**src/rtl/arb_pkg.sv**
```systemverilog
package arb_pkg;
   typedef enum logic [1:0] {
      OWN_NONE = 2'b00,
      OWN_SYM  = 2'b01,
      OWN_PRI  = 2'b10
   } own_e;
endpackage

```
**src/rtl/arb_pri_sampler.sv**
```systemverilog
module arb_pri_sampler #(
   parameter int STAGES = 1
) (
   input  logic clk,
   input  logic rst_n,
   input  logic pri_req_n,
   output logic pri_now,
   output logic pri_seen
);
   localparam int LAST = STAGES - 1;

   if (STAGES < 1) begin : g_bad
      $error("arb_pri_sampler: STAGES must be at least 1");
   end

   logic [LAST:0] chain_q;

   always_ff @(posedge clk or negedge rst_n) begin
      if (!rst_n) chain_q[0] <= 1'b0;
      else        chain_q[0] <= ~pri_req_n;
   end

   for (genvar i = 1; i < STAGES; i++) begin : g_stage
      always_ff @(posedge clk or negedge rst_n) begin
         if (!rst_n) chain_q[i] <= 1'b0;
         else        chain_q[i] <= chain_q[i-1];
      end
   end

   if (STAGES == 1) begin : g_direct
      assign pri_now = ~pri_req_n;
   end else begin : g_delayed
      assign pri_now = chain_q[LAST-1];
   end

   assign pri_seen = chain_q[LAST];
endmodule

```
**src/rtl/arb_lock_trk.sv**
```systemverilog
module arb_lock_trk #(
   parameter bit LOCK_EN = 1'b1
) (
   input  logic clk,
   input  logic rst_n,
   input  logic lock_start,
   input  logic lock_end,
   input  logic may_start,
   input  logic pri_seen,
   output logic lock_q
);
   if (LOCK_EN) begin : g_lock
      always_ff @(posedge clk or negedge rst_n) begin
         if (!rst_n)                        lock_q <= 1'b0;
         else if (lock_end)                 lock_q <= 1'b0;
         else if (lock_start && may_start)  lock_q <= 1'b1;
      end

      p_no_lock_under_pri_r5: assert property (@(posedge clk) disable iff (!rst_n)
         (pri_seen && !lock_q) |=> !lock_q);
      p_lock_clear_r6: assert property (@(posedge clk) disable iff (!rst_n)
         lock_end |=> !lock_q);
   end else begin : g_nolock
      logic lock_unused;
      assign lock_unused = lock_start ^ lock_end ^ may_start ^ pri_seen;
      assign lock_q = 1'b0;
   end
endmodule

```
**src/rtl/arb_out_ctr.sv**
```systemverilog
module arb_out_ctr #(
   parameter int CNT_W = 4
) (
   input  logic             clk,
   input  logic             rst_n,
   input  logic             inc,
   input  logic             dec,
   output logic [CNT_W-1:0] cnt
);
   localparam logic [CNT_W-1:0] CNT_MAX = {CNT_W{1'b1}};
   localparam logic [CNT_W-1:0] CNT_ONE = {{(CNT_W-1){1'b0}}, 1'b1};

   if (CNT_W < 1) begin : g_bad
      $error("arb_out_ctr: CNT_W must be at least 1");
   end

   always_ff @(posedge clk or negedge rst_n) begin
      if (!rst_n) cnt <= '0;
      else if (inc && !dec && cnt != CNT_MAX) cnt <= cnt + CNT_ONE;
      else if (dec && !inc && cnt != '0)      cnt <= cnt - CNT_ONE;
   end

   p_cnt_inc_r7: assert property (@(posedge clk) disable iff (!rst_n)
      (inc && !dec && cnt != CNT_MAX) |=> cnt == $past(cnt) + CNT_ONE);
   p_cnt_dec_r7: assert property (@(posedge clk) disable iff (!rst_n)
      (dec && !inc && cnt != '0) |=> cnt == $past(cnt) - CNT_ONE);
   p_cnt_hold_r7: assert property (@(posedge clk) disable iff (!rst_n)
      (inc == dec) |=> $stable(cnt));
endmodule

```
**src/rtl/prio_bus_arb.sv**
```systemverilog
module prio_bus_arb #(
   parameter int CNT_W       = 4,
   parameter int SYNC_STAGES = 1,
   parameter bit LOCK_EN     = 1'b1
) (
   input  logic             clk,
   input  logic             rst_n,
   input  logic             sym_req_n,
   input  logic             pri_req_n,
   input  logic             lock_start,
   input  logic             lock_end,
   input  logic             pri_issue,
   input  logic             pri_done,
   output logic             sym_issue_en,
   output logic [1:0]       owner,
   output logic             lock_active,
   output logic [CNT_W-1:0] pri_outstanding
);
   import arb_pkg::*;

   own_e own_q, own_d;
   logic pri_now, pri_seen, lock_q, may_start, lock_holds;

   arb_pri_sampler #(.STAGES(SYNC_STAGES)) u_samp (
      .clk(clk), .rst_n(rst_n), .pri_req_n(pri_req_n),
      .pri_now(pri_now), .pri_seen(pri_seen));

   assign may_start = (own_q == OWN_SYM) && !pri_seen && !pri_now;

   arb_lock_trk #(.LOCK_EN(LOCK_EN)) u_lock (
      .clk(clk), .rst_n(rst_n), .lock_start(lock_start), .lock_end(lock_end),
      .may_start(may_start), .pri_seen(pri_seen), .lock_q(lock_q));

   arb_out_ctr #(.CNT_W(CNT_W)) u_ctr (
      .clk(clk), .rst_n(rst_n), .inc(pri_issue), .dec(pri_done),
      .cnt(pri_outstanding));

   assign lock_holds = lock_q && !lock_end && (own_q == OWN_SYM);

   always_comb begin
      if (lock_holds)     own_d = OWN_SYM;
      else if (pri_now)   own_d = OWN_PRI;
      else if (!sym_req_n) own_d = OWN_SYM;
      else                own_d = OWN_NONE;
   end

   always_ff @(posedge clk or negedge rst_n) begin
      if (!rst_n) own_q <= OWN_NONE;
      else        own_q <= own_d;
   end

   assign owner        = own_q;
   assign lock_active  = lock_q;
   assign sym_issue_en = (own_q == OWN_SYM) && (!pri_seen || lock_q);

   p_preempt_r3: assert property (@(posedge clk) disable iff (!rst_n)
      (pri_now && !lock_q) |=> owner == OWN_PRI);
   p_issue_gate_r4: assert property (@(posedge clk) disable iff (!rst_n)
      (owner == OWN_PRI) |-> !sym_issue_en);
   p_release_r8: assert property (@(posedge clk) disable iff (!rst_n)
      (!pri_now && !sym_req_n) |=> owner == OWN_SYM);
   p_owner_code_r9: assert property (@(posedge clk) disable iff (!rst_n)
      $onehot0(owner));
endmodule

```
**config.mk**
```make
export PLATFORM = sky130hd
export DESIGN_NAME = prio_bus_arb
export DESIGN_NICKNAME = d
export VERILOG_FILES = /design/src/rtl/arb_pkg.sv /design/src/rtl/arb_pri_sampler.sv /design/src/rtl/arb_lock_trk.sv /design/src/rtl/arb_out_ctr.sv /design/src/rtl/prio_bus_arb.sv
export SDC_FILE = /design/constraint.sdc
export NUM_CORES = 1
export LEC_CHECK = 0
export BUFFER_PORTS_ARGS = -buffer_cell sky130_fd_sc_hd__clkbuf_2
export CELL_PAD_IN_SITES_DETAIL_PLACEMENT = 0
export CELL_PAD_IN_SITES_GLOBAL_PLACEMENT = 2
export CORE_MARGIN = 2
export CORE_UTILIZATION = 29
export CTS_BUF_LIST = sky130_fd_sc_hd__clkbuf_4 sky130_fd_sc_hd__clkbuf_8
export DETAILED_ROUTE_END_ITERATION = 6
export GPL_ROUTABILITY_DRIVEN = 0
export PLACE_DENSITY_LB_ADDON = 0.1
export SLEW_MARGIN = 10
export SYNTH_ARGS = -nofsm -noshare
export SYNTH_HDL_FRONTEND = slang
export SYNTH_SLANG_ARGS = --single-unit
```
**constraint.sdc**
```tcl
create_clock -name clk -period 2.3 [get_ports clk]
set_clock_uncertainty 0.2 [all_clocks]
set_input_delay 0.115 -clock clk [delete_from_list [all_inputs] [get_ports clk]]
set_output_delay 0.115 -clock clk [all_outputs]
set_load 0.01 [all_outputs]
```
==> reports/qor.yml <==
floorplanning:
  starting_utilization_of_the_core_area_pct: 31.25
  num_io_pins: 16
  floorplan.die.width_um: 41.45
  die_area_um2: 1718
  rows: 13
  area_of_the_core_um2: 1301
  die_h_um: 41.45
route:
  routedLengthMet1_um: 383
  dr.max_layer_used: "met3"
  drt_iter0_markers: 4
  sum_of_met3_wire_segment_lengths_after_detailed_routing_um: 48
  drt_first_pass_iters: 4
  routed_wirelength_um: 942
  drtAntennaViolNets: 0
  viasPerCell: 4.859
  route.vias.total: 345
  met2WireLength_um: 510
  drcViolationCount: 0
  wire_per_inst_um: 13.27
logic_synthesis:
  netlist_top_cells_area: "dfrtp_1 49%, xor2_1 6.5%, ha_1 6.2%"
  largest_family_of_logic_cells_by_synthesized_area: "simple AND/OR/NAND/NOR gates"
  syn_nets: 44
  flip_flop_and_latch_count_after_synthesis: 8
  syn_inst: 33
  fraction_of_synthesized_area_in_multiplexers_pct: 8.000
  top_cell_type_s_share_of_synthesized_area_pct: 49.23
  post_synth_fa_ha_maj_area_fraction_pct: 11.08
  synthDistinctLibCells: 19
  syn_avg_cell_area_um2: 12.32
  synth_compound_area_share_pct: 9.846
  synth_seq_area_share_pct: 49.23
  netlist_area_um2: 406.6
  synthXorXnorAreaFrac_pct: 6.462
  synth_simple_gate_area_share_pct: 13.54
  yosysWarnings: 0
  synth_top_cell_by_area: "dfrtp_1"
sta:
  postLayoutSetupSlackWorst_ns: 0.1359
  maxClockFrequency_ghz: 0.4621
  worstMarginPinSlew_ns: 0.2597
  setup_tns_ns: 0
  setup_viol: 0
  report.final.hold_viol_count: 0
  maxSlewHeadroom_pct: 82.63
  report.final.slew_viol_count: 0
  rsz0062_at_grt: "false"
  final.min_clock_period_ns: 2.164
  fin_crit_sh_pct: 94.09
clock_tree:
  clock_latency_ns: 0.25
  cts_resizes: 0
  clock_sink_count: 8
  postCtsSetupRepairBufs: 0
  clock_tree.htree_level_count: 1
  clock_tree_from_tritoncts: "built"
  root_buffer: "clkbuf_4"
  clockBufferDepth: 2
  tritoncts.num_buffers: 3
  clkTransAtPathRegs_ns: 0.06
placed_design:
  dpl.hpwl_um: 753.7
  place_worst_setup_slack_ns: 0.1352
  port_buffers: 15
  placedCellCount: 63
finish:
  final_core_util_pct: 44.04
  final_nets: 69
  area_growth_pct: 40.92
  post_route_cells_drive_above_1_share_pct: 35.71
  fin_cells: 71
  diodes: 0
  num-fill-cells: 130
setup_path:
  timing.critical_path.from: "u_ctr.cnt[0]"
  setup.reg_to_reg.worst_slack_ns: 0.14
  critical_path.max_fanout: 6
  crit_required_ns: 2.27
  setup.worst_path.end_class: "flop"
  criticalPathCategory: "reg2reg"
  worstPathArrival_ns: 2.14
  worstSetupStartpointType: "flop"
  timing.rr.start: "u_ctr.cnt[0]"
global_route:
  global_route.overflow_total: 0
  grt_first_pass_wirelength_um: 1600
  global_route_usage_over_all_layers_pct: 12.11
  first_global_vias: 398
  antenna_found_initial: 0
  pin_count_of_the_biggest_net_entering_global_routing: 9
power_and_ir_drop:
  combinationalPowerShare_pct: 40.1
  switching_power_w: 0.0002200
  pwr-share-clk_pct: 18.4
  vdd.ir_drop.worst_uv: 473.8
  cellPowerDensity_nw_per_um2: 1018
  total_power_w: 0.0005836
  internal_power_w: 0.0003636
  leakage_nw: 0.2827
  p_seq_share_pct: 41.5
  switching_share_pct: 37.70
status:
  outcome: "completed"
flow_run:
  max-cap-violations: 0
worst_hold_path:
  worst_hold_path_type: "in2async"
## logic make-up after synthesis
kind of cell	count (synthesis)
AOI/OAI and AO/OA	6
xor gates and xnor gates	3
adders and majority gates	3
buffers and inverters	2
DFF	8
muxes	3
and+or+nand+nor	8
## registers in the layout, indices dropped and copies added, names as in the netlist
| name | cells |
|---|---|
| u_ctr.cnt | 4 |
| owner | 2 |
| u_lock.lock_q | 1 |
| u_samp.pri_seen | 1 |
## synthesized netlist by cell type
cell type	count
inv_1	2
fa_1	1
mux2i_1	1
nand3b_2	1
o31a_1	1
mux2_1	2
a21o_1	1
nand4_1	1
nand2b_1	1
or3_1	1
xor2_1	3
nand3b_1	1
a21oi_1	3
dfrtp_1	8
nand2_2	1
or4_1	1
o32ai_1	1
ha_1	2
nand2_1	1
## layout by cell type, fill, tap and decap left out, types with 2 or more instances in the layout
master	netlist	layout
clkbuf_2	0	15
dfrtp_1	8	8
dlygate4sd3_1	0	5
a21oi_1	3	3
xor2_1	3	3
clkbuf_4	0	3
inv_1	2	2
mux2_1	2	2
ha_1	2	2
## through the flow
step / cell area (um2) / hold WS [ns]
after floorplan: 406.6 / -0.3806
after global placement: 500.5 / -0.2368
after detailed placement: 500.5 / -0.2307
after CTS: 573.1 / 0.04726
after global routing: 573.1 / 0.06428
final: 573.1 / 0.05098
## layer usage
layer / vias to the layer above / global-route usage (%)
met3: 0 / 3.478
met5: - / 0
met1: 172 / 12.40
met2: 8 / 22.19
li1: 165 / -
met4: 0 / 5.806
## critical path, cell delays in order (launching register included)
cell and delay, ns:
dfrtp_1 0.46, nand4_1 0.13, nand3b_1 0.21, ha_1 0.35, a21o_1 0.15, a21oi_1 0.17
mux2i_1 0.25, xor2_1 0.16
## path summary, 6_finish.rpt
| path | to | cells past startpoint |
|---|---|---|
| max | u_ctr.cnt[3] | 7 |
| min | owner[0] | 2 |
| max reg2reg | u_ctr.cnt[3] | 7 |
| min reg2reg | u_ctr.cnt[3] | 1 |
| max in group asynchronous | owner[1] | 2 |
| min in group clk | u_ctr.cnt[0] | 4 |
## layout make-up
| type | instances | area, um2 | area share, % |
|---|---|---|---|
| Inverter | 2 | 7.507 | 1.310 |
| Tap cell | 15 | 18.77 | 3.275 |
| Timing Repair Buffer | 20 | 125.1 | 21.83 |
| Multi-Input combinational cell | 23 | 198.9 | 34.72 |
| Sequential cell | 8 | 200.2 | 34.93 |
| Clock buffer | 3 | 22.52 | 3.930 |
## power groups by stage
stage / registers, W / clock network (W) / logic [W]
floorplan: 0.000251 / 0 / 0.000131
global placement: 0.000238 / 0 / 0.000216
detailed placement: 0.000245 / 0 / 0.000233
CTS: 0.000243 / 0.000109 / 0.000239
global route: 0.000252 / 0.000115 / 0.000263
finish: 0.000242 / 0.000107 / 0.000234
## what timing repair did
action                     CTS  global route
hold endpoints to repair    12             0
setup endpoints to repair    0             0
hold buffers                 5             0
No activity file was read; power rests on OpenSTA's default activity.
